<file path="src/rtl/dac_bus_seq_pkg.sv">
package dac_bus_seq_pkg;

  typedef enum logic [1:0] {
    OP_WRITE = 2'b00,
    OP_READ  = 2'b01,
    OP_LOAD  = 2'b10,
    OP_RESET = 2'b11
  } op_e;

  typedef enum logic [3:0] {
    ST_IDLE,
    ST_WR_SU,
    ST_WR_STB,
    ST_WR_HD,
    ST_RD_SU,
    ST_RD_STB,
    ST_RD_HD,
    ST_LD_LO,
    ST_RS_LO,
    ST_RS_HI
  } st_e;

  typedef struct packed {
    logic cs_n;
    logic rw;
    logic ldac_n;
    logic rst_n;
    logic oe;
  } pins_t;

  // ceiling of ns over the period, at least one cycle
  function automatic int unsigned ns_to_cyc(int unsigned ns, int unsigned per);
    int unsigned c;
    c = (ns + per - 1) / per;
    return (c < 1) ? 1 : c;
  endfunction

  function automatic int unsigned max2(int unsigned a, int unsigned b);
    return (a > b) ? a : b;
  endfunction

  function automatic int unsigned bits_for(int unsigned v);
    int unsigned b;
    b = $clog2(v + 1);
    return (b < 1) ? 1 : b;
  endfunction

endpackage

</file>
<file path="src/rtl/dac_bus_seq_timer.sv">
module dac_bus_seq_timer #(
  parameter int W = 8
) (
  input  logic         clk,
  input  logic         rst_n,
  input  logic         load,
  input  logic [W-1:0] val,
  output logic         idle
);

  logic [W-1:0] cnt;

  always_ff @(posedge clk) begin
    if (!rst_n) begin
      cnt <= '0;
    end else if (load) begin
      cnt <= val;
    end else if (cnt != '0) begin
      cnt <= cnt - 1'b1;
    end
  end

  assign idle = (cnt == '0);

  // a running count only ever moves down by one
  p_timer_step_r2: assert property (@(posedge clk) disable iff (!rst_n)
    (!load && cnt != '0) |=> (cnt == $past(cnt) - 1'b1));

endmodule

</file>
<file path="src/rtl/dac_bus_seq_settle.sv">
module dac_bus_seq_settle #(
  parameter int EN  = 1,
  parameter int CYC = 2000,
  parameter int W   = 11
) (
  input  logic clk,
  input  logic rst_n,
  input  logic start,
  output logic busy
);

  generate
    if (EN != 0) begin : g_on
      logic idle;
      dac_bus_seq_timer #(.W(W)) i_cnt (
        .clk  (clk),
        .rst_n(rst_n),
        .load (start),
        .val  (W'(CYC)),
        .idle (idle)
      );
      assign busy = !idle;

      // a load edge always raises the flag
      p_settle_start_r11: assert property (@(posedge clk) disable iff (!rst_n)
        start |=> busy);
    end else begin : g_off
      logic unused_in;
      assign unused_in = clk ^ rst_n ^ start;
      assign busy = 1'b0;
    end
  endgenerate

endmodule

</file>
<file path="src/rtl/dac_bus_seq_drive.sv">
module dac_bus_seq_drive
  import dac_bus_seq_pkg::*;
#(
  parameter int TIED_MODE = 0
) (
  input  logic  clk,
  input  logic  rst_n,
  input  st_e   state,
  output pins_t pins
);

  logic in_rst;
  assign in_rst = (state == ST_RS_LO) || (state == ST_RS_HI);

  assign pins.ldac_n = (state != ST_LD_LO);
  assign pins.rst_n  = (state != ST_RS_LO);

  generate
    if (TIED_MODE != 0) begin : g_tied
      assign pins.cs_n = 1'b0;
      assign pins.rw   = 1'b0;
      assign pins.oe   = !in_rst;
    end else begin : g_full
      assign pins.cs_n = !((state == ST_WR_STB) || (state == ST_RD_STB));
      assign pins.rw   = (state == ST_RD_SU) || (state == ST_RD_STB) ||
                         (state == ST_RD_HD);
      assign pins.oe   = (state == ST_WR_SU) || (state == ST_WR_STB) ||
                         (state == ST_WR_HD);
    end
  endgenerate

  // the bus is never driven while reading
  p_no_drive_on_read_r4: assert property (@(posedge clk) disable iff (!rst_n)
    pins.rw |-> !pins.oe);

  // tied mode keeps select and direction low
  p_tied_low_r10: assert property (@(posedge clk) disable iff (!rst_n)
    (TIED_MODE != 0) |-> (!pins.cs_n && !pins.rw));

  // converter reset never overlaps a driven bus
  p_rst_quiet_r8: assert property (@(posedge clk) disable iff (!rst_n)
    !pins.rst_n |-> !pins.oe);

endmodule

</file>
<file path="src/rtl/dac_bus_seq.sv">
module dac_bus_seq
  import dac_bus_seq_pkg::*;
#(
  parameter int DW          = 16,
  parameter int CLK_NS      = 5,
  parameter int TIED_MODE   = 0,
  parameter int SETTLE_EN   = 1,
  parameter int T_WR_SU     = 0,
  parameter int T_WR_PW     = 20,
  parameter int T_WR_RW_HD  = 10,
  parameter int T_WR_DAT_HD = 15,
  parameter int T_RD_SU     = 30,
  parameter int T_RD_PW     = 40,
  parameter int T_RD_DLY    = 80,
  parameter int T_RD_HD     = 10,
  parameter int T_CS_GAP    = 80,
  parameter int T_LD_LO     = 40,
  parameter int T_LD_HI     = 40,
  parameter int T_LD_SU     = 10,
  parameter int T_LD_CS     = 50,
  parameter int T_RST_LO    = 40,
  parameter int T_RST_HI    = 40,
  parameter int T_RSEL_HD   = 20,
  parameter int SETTLE_NS   = 10000
) (
  input  logic          clk,
  input  logic          rst_n,
  input  logic          cmd_valid,
  output logic          cmd_ready,
  input  logic [1:0]    cmd_op,
  input  logic [DW-1:0] cmd_data,
  input  logic          cmd_rsel,
  output logic          dac_cs_n,
  output logic          dac_rw,
  output logic          dac_ldac_n,
  output logic          dac_rst_n,
  output logic          dac_rstsel,
  output logic [DW-1:0] dac_db_out,
  output logic          dac_db_oe,
  input  logic [DW-1:0] dac_db_in,
  output logic          rd_valid,
  output logic [DW-1:0] rd_data,
  output logic          settle_busy
);

  localparam int unsigned P      = CLK_NS;
  localparam int unsigned C_WSU  = ns_to_cyc(T_WR_SU, P);
  localparam int unsigned C_WPW  = ns_to_cyc(T_WR_PW, P);
  localparam int unsigned C_WHD  = max2(ns_to_cyc(T_WR_RW_HD, P), ns_to_cyc(T_WR_DAT_HD, P));
  localparam int unsigned C_RSU  = ns_to_cyc(T_RD_SU, P);
  localparam int unsigned C_RPW  = max2(ns_to_cyc(T_RD_PW, P), ns_to_cyc(T_RD_DLY, P));
  localparam int unsigned C_RHD  = ns_to_cyc(T_RD_HD, P);
  localparam int unsigned C_CSG  = ns_to_cyc(T_CS_GAP, P);
  localparam int unsigned C_LDLO = ns_to_cyc(T_LD_LO, P);
  localparam int unsigned C_LDHI = ns_to_cyc(T_LD_HI, P);
  localparam int unsigned C_LDSU = ns_to_cyc(T_LD_SU, P);
  localparam int unsigned C_LDCS = ns_to_cyc(T_LD_CS, P);
  localparam int unsigned C_RSLO = ns_to_cyc(T_RST_LO, P);
  localparam int unsigned C_RSHI = max2(ns_to_cyc(T_RST_HI, P), ns_to_cyc(T_RSEL_HD, P));
  localparam int unsigned C_SET  = ns_to_cyc(SETTLE_NS, P);

  localparam int unsigned M_PH  = max2(max2(max2(C_WSU, C_WPW), max2(C_WHD, C_RSU)),
                                       max2(max2(C_RPW, C_RHD), max2(C_LDLO, max2(C_RSLO, C_RSHI))));
  localparam int unsigned M_GAP = max2(max2(C_CSG, C_LDHI), max2(C_LDSU, C_LDCS));
  localparam int TW = bits_for(max2(M_PH, M_GAP));
  localparam int SW = bits_for(C_SET);

  // ---------------------------------------------------------------- state
  st_e   state, st_nxt;
  op_e   op_w;
  pins_t pins;
  logic  ph_idle, cs_gap_idle, ld_cs_idle, ld_hi_idle, ld_su_idle;
  logic  accept, st_chg;
  logic  ev_cs_fall, ev_cs_rise, ev_ld_rise, ev_wr_take;
  logic [DW-1:0] db_q;
  logic          rsel_q;

  assign op_w = op_e'(cmd_op);

  function automatic int unsigned ph_len(st_e s);
    case (s)
      ST_WR_SU:  return C_WSU;
      ST_WR_STB: return C_WPW;
      ST_WR_HD:  return C_WHD;
      ST_RD_SU:  return C_RSU;
      ST_RD_STB: return C_RPW;
      ST_RD_HD:  return C_RHD;
      ST_LD_LO:  return C_LDLO;
      ST_RS_LO:  return C_RSLO;
      ST_RS_HI:  return C_RSHI;
      default:   return 1;
    endcase
  endfunction

  assign cmd_ready = (state == ST_IDLE) && cs_gap_idle && ld_cs_idle &&
                     ld_hi_idle;
  assign accept    = cmd_valid && cmd_ready;

  always_comb begin
    st_nxt = state;
    case (state)
      ST_IDLE: begin
        if (accept) begin
          case (op_w)
            OP_WRITE: st_nxt = ST_WR_SU;
            OP_READ:  st_nxt = (TIED_MODE != 0) ? ST_IDLE : ST_RD_SU;
            OP_LOAD:  st_nxt = ST_LD_LO;
            default:  st_nxt = ST_RS_LO;
          endcase
        end
      end
      ST_WR_SU:  if (ph_idle) st_nxt = (TIED_MODE != 0) ? ST_IDLE : ST_WR_STB;
      ST_WR_STB: if (ph_idle) st_nxt = ST_WR_HD;
      ST_WR_HD:  if (ph_idle) st_nxt = ST_IDLE;
      ST_RD_SU:  if (ph_idle) st_nxt = ST_RD_STB;
      ST_RD_STB: if (ph_idle) st_nxt = ST_RD_HD;
      ST_RD_HD:  if (ph_idle) st_nxt = ST_IDLE;
      ST_LD_LO:  if (ph_idle && ld_su_idle) st_nxt = ST_IDLE;
      ST_RS_LO:  if (ph_idle) st_nxt = ST_RS_HI;
      ST_RS_HI:  if (ph_idle) st_nxt = ST_IDLE;
      default:   st_nxt = ST_IDLE;
    endcase
  end

  assign st_chg = (st_nxt != state);

  always_ff @(posedge clk) begin
    if (!rst_n) state <= ST_IDLE;
    else        state <= st_nxt;
  end

  // ---------------------------------------------------------------- events
  assign ev_cs_fall = ((state == ST_WR_SU) && (st_nxt == ST_WR_STB)) ||
                      ((state == ST_RD_SU) && (st_nxt == ST_RD_STB));
  assign ev_cs_rise = ((state == ST_WR_STB) || (state == ST_RD_STB)) && st_chg;
  assign ev_ld_rise = (state == ST_LD_LO) && st_chg;
  assign ev_wr_take = accept && (op_w == OP_WRITE);

  // ---------------------------------------------------------------- timers
  dac_bus_seq_timer #(.W(TW)) i_ph (
    .clk(clk), .rst_n(rst_n), .load(st_chg),
    .val(TW'(ph_len(st_nxt) - 1)), .idle(ph_idle));

  dac_bus_seq_timer #(.W(TW)) i_cs_gap (
    .clk(clk), .rst_n(rst_n), .load(ev_cs_rise),
    .val(TW'(C_CSG)), .idle(cs_gap_idle));

  dac_bus_seq_timer #(.W(TW)) i_ld_cs (
    .clk(clk), .rst_n(rst_n), .load(ev_ld_rise),
    .val(TW'(C_LDCS)), .idle(ld_cs_idle));

  dac_bus_seq_timer #(.W(TW)) i_ld_hi (
    .clk(clk), .rst_n(rst_n), .load(ev_ld_rise),
    .val(TW'(C_LDHI)), .idle(ld_hi_idle));

  dac_bus_seq_timer #(.W(TW)) i_ld_su (
    .clk(clk), .rst_n(rst_n),
    .load((TIED_MODE != 0) ? ev_wr_take : ev_cs_fall),
    .val(TW'(C_LDSU)), .idle(ld_su_idle));

  dac_bus_seq_settle #(.EN(SETTLE_EN), .CYC(int'(C_SET)), .W(SW)) i_settle (
    .clk(clk), .rst_n(rst_n), .start(ev_ld_rise), .busy(settle_busy));

  // ---------------------------------------------------------------- data path
  always_ff @(posedge clk) begin
    if (!rst_n) begin
      db_q     <= '0;
      rsel_q   <= 1'b0;
      rd_data  <= '0;
      rd_valid <= 1'b0;
    end else begin
      if (ev_wr_take) db_q <= cmd_data;
      if (accept && (op_w == OP_RESET)) rsel_q <= cmd_rsel;
      rd_valid <= 1'b0;
      if ((state == ST_RD_STB) && ph_idle) begin
        rd_data  <= dac_db_in;
        rd_valid <= 1'b1;
      end
    end
  end

  dac_bus_seq_drive #(.TIED_MODE(TIED_MODE)) i_drive (
    .clk(clk), .rst_n(rst_n), .state(state), .pins(pins));

  assign dac_cs_n   = pins.cs_n;
  assign dac_rw     = pins.rw;
  assign dac_ldac_n = pins.ldac_n;
  assign dac_rst_n  = pins.rst_n;
  assign dac_db_oe  = pins.oe;
  assign dac_db_out = db_q;
  assign dac_rstsel = rsel_q;

  // ---------------------------------------------------------------- checks
  // select only falls once both gap timers have run out
  p_cs_gap_r5: assert property (@(posedge clk) disable iff (!rst_n)
    $fell(dac_cs_n) |-> (cs_gap_idle && ld_cs_idle));

  // read data is taken while select is still low
  p_rd_in_strobe_r4: assert property (@(posedge clk) disable iff (!rst_n)
    rd_valid |-> ($past(!dac_cs_n) && dac_cs_n));

  // load rises only after its setup window
  p_ld_setup_r6: assert property (@(posedge clk) disable iff (!rst_n)
    $rose(dac_ldac_n) |-> $past(ld_su_idle));

  // reset-select does not move right after the reset edge
  p_rsel_hold_r8: assert property (@(posedge clk) disable iff (!rst_n)
    $rose(dac_rst_n) |=> $stable(dac_rstsel));

  // a command that starts bus work closes the handshake
  p_accept_close_r9: assert property (@(posedge clk) disable iff (!rst_n)
    (accept && ((TIED_MODE == 0) || (op_w != OP_READ))) |=> !cmd_ready);

endmodule

</file>
<file path="config.mk">
export PLATFORM = sky130hd
export DESIGN_NAME = dac_bus_seq
export DESIGN_NICKNAME = d
export VERILOG_FILES = /design/src/rtl/dac_bus_seq_pkg.sv /design/src/rtl/dac_bus_seq_timer.sv /design/src/rtl/dac_bus_seq_settle.sv /design/src/rtl/dac_bus_seq_drive.sv /design/src/rtl/dac_bus_seq.sv
export SDC_FILE = /design/constraint.sdc
export NUM_CORES = 1
export LEC_CHECK = 0
export CAP_MARGIN = 20
export CORE_MARGIN = 1
export CORE_UTILIZATION = 50
export CTS_CLUSTER_DIAMETER = 30
export DETAILED_ROUTE_END_ITERATION = 16
export PLACE_DENSITY = 0.9
export SKIP_LAST_GASP = 1
export SYNTH_ARGS = -nofsm -noshare
export SYNTH_HDL_FRONTEND = slang
export SYNTH_SLANG_ARGS = --single-unit
</file>
<file path="constraint.sdc">
create_clock -name clk -period 9.7 [get_ports clk]
set_input_delay 1.94 -clock clk [delete_from_list [all_inputs] [get_ports clk]]
set_output_delay 1.94 -clock clk [all_outputs]
set_load 0.02 [all_outputs]
</file>
==> run_results.csv <==
group,metric,value,unit
final_layout,antenna_cells,0,
timing,finalCriticalPeriod,4.827,ns
clocking,cts_setup_buffers,0,
clocking,cts_root_buf,"clkbuf_8",
timing,setup_violations,0,
die,start_util,0.5295,
grt,antenna_found_initial,0,
placement,numPortBuffers,78,
synth,synthCells,434,
grt,grt_pass1_vias,3238,
clocking,cts_resized,0,
timing,fmax,207.2,MHz
die,pin_count,79,
drt,dr_total_vias,3322,
power_and_ir_drop,power.density,253.7,nW/µm²
synth,synth_common_cells,"nand2_1, dfxtp_1, a21boi_0",
die,die_h,87.76,µm
drt,routed_via_density,5.509,
drt,wl_per_cell,14.62,µm
timing,fin_tns_setup,0,ns
drt,first_pass_iters,4,
timing,slew_headroom,0.5316,
final_layout,final_layout_size_suffix_gt1_frac,0.05720,
clocking,cts_sinks,74,
clocking,htreeDepth,3,
clocking,tritoncts,"done",
synth,seq_area_frac_synth,0.4029,
synth,synth_flop_cell,"dfxtp_1",
power_and_ir_drop,power,1.195,mW
grt,grt-ovfl-total,0,
synth,synth_nets,486,
drt,drtAntennaViolNets,0,
placement,place_hpwl,6393,µm
final_layout,post-route-util,0.6784,
die,die_x,87.76,µm
worst_setup_path,cp.arrival,5.09,ns
run,drv_cap,0,
drt,drc,0,
worst_setup_path,critPathRequiredTime,9.97,ns
timing,fin_crit_sh,0.4976,
timing,slew_violations,0,
final_layout,n_fill_cell,566,
synth,synth_area_leaders,"dfxtp_1, nand2_1, a21boi_0",
worst_setup_path,path_class,"in -> reg",
timing,hold_viol,0,
worst_setup_path,worstSetupEndpointType,"register",
synth,synth_most_common_cell,"nand2_1",
drt,totalWireLength,8817,µm
clocking,cts_buffers,9,
synth,yosysWarnings,0,
outcome,status,"finished, final reports clean",
grt,grt_max_degree,59,
power_and_ir_drop,leakagePower,1.714,nW
timing,rsz0062_at_grt,"false",
synth,synth-seq-cells,74,
synth,syn_area,3677,µm²
timing,worst_hold_slack,0.4616,ns
power_and_ir_drop,ir_drop,0.09816,mV
grt,grt_usage,0.2406,
synth,synth.avg_cell_area,8.473,µm²
clocking,clk_latency,0.36,ns
timing,fin_skew,0.01263,ns
die,row_count,30,
worst_hold_path,hold_path_class,"reg -> reg",
synth,synthArstFlopShare,0,
placement,place_area,4503,µm²
final_layout,areaGrowthSynthToFinish,28.10,%
placement,place_congestion,0.8867,
final_layout,final_nets,555,
clocking,path_clk_slew,0.07,ns
worst_setup_path,crit_fanout,11,
worst_setup_path,start_kind,"primary input",
die,design.core.area,6944,µm²
grt,grt_first_pass_wirelength,14460,µm
synth,synth_top_area_share,0.4029,
clocking,postCtsHoldBufs,0,
synth,yosysUniqueCellTypes,57,
synth,synth_edf_count,0,
clocking,cts_buffer_depth,2,
drt,drt_iter0_drc,232,
final_layout,fin_area,4711,µm²
synth,yosys.area.top_type,"dfxtp_1",
die,die-area,7702,µm²
timing,tightest_slew,0.7006,ns
==> through the flow <==
stage / worst slack [ns] / cells
floorplan: 5.551 / 434
global placement: 4.878 / 588
detailed placement: 4.600 / 588
CTS: 4.948 / 603
global route: 4.706 / 603
finish: 4.873 / 603
==> layout by cell type, fill, tap and decap left out, drive strengths merged, types with 3 or more instances in the layout <==
master and count:
nand2 78, clkdlybuf4s50 78, dfxtp 74, a21boi 41
nor2 33, nor3 19, inv 16, ha 14
xnor2 13, a21oi 11, clkbuf 10, or3 9
o21ai 8, nand3 8, a211oi 7, a31oi 6
nor4 6, and3 5, xor2 5, or4b 5
nor4b 4, nand2b 4, nor2b 4, and2 4
o211ai 4, or4 3, o211a 3, nand4 3
buf 3
==> layout make-up <==
cell class / instances / area, µm² / share of cell area
Multi-Input combinational cell: 321 / 2038 / 0.4327
Sequential cell: 74 / 1481 / 0.3145
Timing Repair Buffer: 81 / 803.3 / 0.1705
Clock buffer: 10 / 127.6 / 0.02709
Tap cell: 96 / 120.1 / 0.02550
Clock inverter: 5 / 80.08 / 0.01700
Inverter: 16 / 60.06 / 0.01275
==> flip-flops by register name (all words and copies together), names as in the netlist <==
| name | flops |
|---|---|
| dac_db_out | 16 |
| dac_rstsel | 1 |
| i_cs_gap.cnt | 5 |
| i_ld_cs.cnt | 5 |
| i_ld_hi.cnt | 5 |
| i_ld_su.cnt | 5 |
| i_ph.cnt | 5 |
| i_settle.g_on.i_cnt.cnt | 11 |
| rd_data | 16 |
| rd_valid | 1 |
| state | 4 |
==> layer usage <==
| layer | wire, µm | GRT usage | up-vias | share of wire |
|---|---|---|---|---|
| met5 | 0 | 0 | - | 0 |
| met2 | 4603 | 0.4207 | 94 | 0.52 |
| met1 | 3588 | 0.2770 | 1550 | 0.41 |
| li1 | - | - | 1657 | - |
| met4 | 216 | 0.1073 | 0 | 0.024 |
| met3 | 408 | 0.06032 | 21 | 0.046 |
==> where the power goes <==
part	internal, mW	total [mW]	leakage (nW)	switching [mW]
clock network	0.143	0.255	0.0984	0.113
registers	0.373	0.436	0.604	0.0633
logic	0.233	0.503	1.01	0.270
==> kinds of logic after synthesis <==
kind of cell,share of synthesized area
buf+inv,0.04287
fa+ha+maj,0.04764
simple gates,0.2685
compound gates,0.1868
flops,0.4029
xor+xnor,0.04287
mux,0.008506
==> worst max-delay path, cell delays in order <==
cell	delay [ns]
clkdlybuf4s50_1	0.55
ha_1	0.23
nor2_1	0.07
nor2_1	0.10
nand3_1	0.15
a31oi_1	0.33
o211a_1	0.42
a221oi_1	0.12
a21oi_1	0.18
ha_1	0.22
inv_1	0.10
or3_1	0.32
xnor2_1	0.15
nor2_1	0.05
a211oi_1	0.16
==> worst paths after layout <==
kind / start / end / slack, ns / depth (start not counted)
worst min register to register: dac_db_out[15]$_SDFFE_PN0P_ / dac_db_out[15]$_SDFFE_PN0P_ / 0.46 / 2
worst max-delay path: cmd_op[1] / i_ph.cnt[4]$_SDFFE_PN0P_ / 4.87 / 15
worst min-delay path: dac_db_out[15]$_SDFFE_PN0P_ / dac_db_out[15]$_SDFFE_PN0P_ / 0.46 / 2
worst max register to register: i_cs_gap.cnt[0]$_SDFFE_PP0P_ / i_ph.cnt[4]$_SDFFE_PN0P_ / 5.76 / 15
Power figures use the tool's default switching activity.
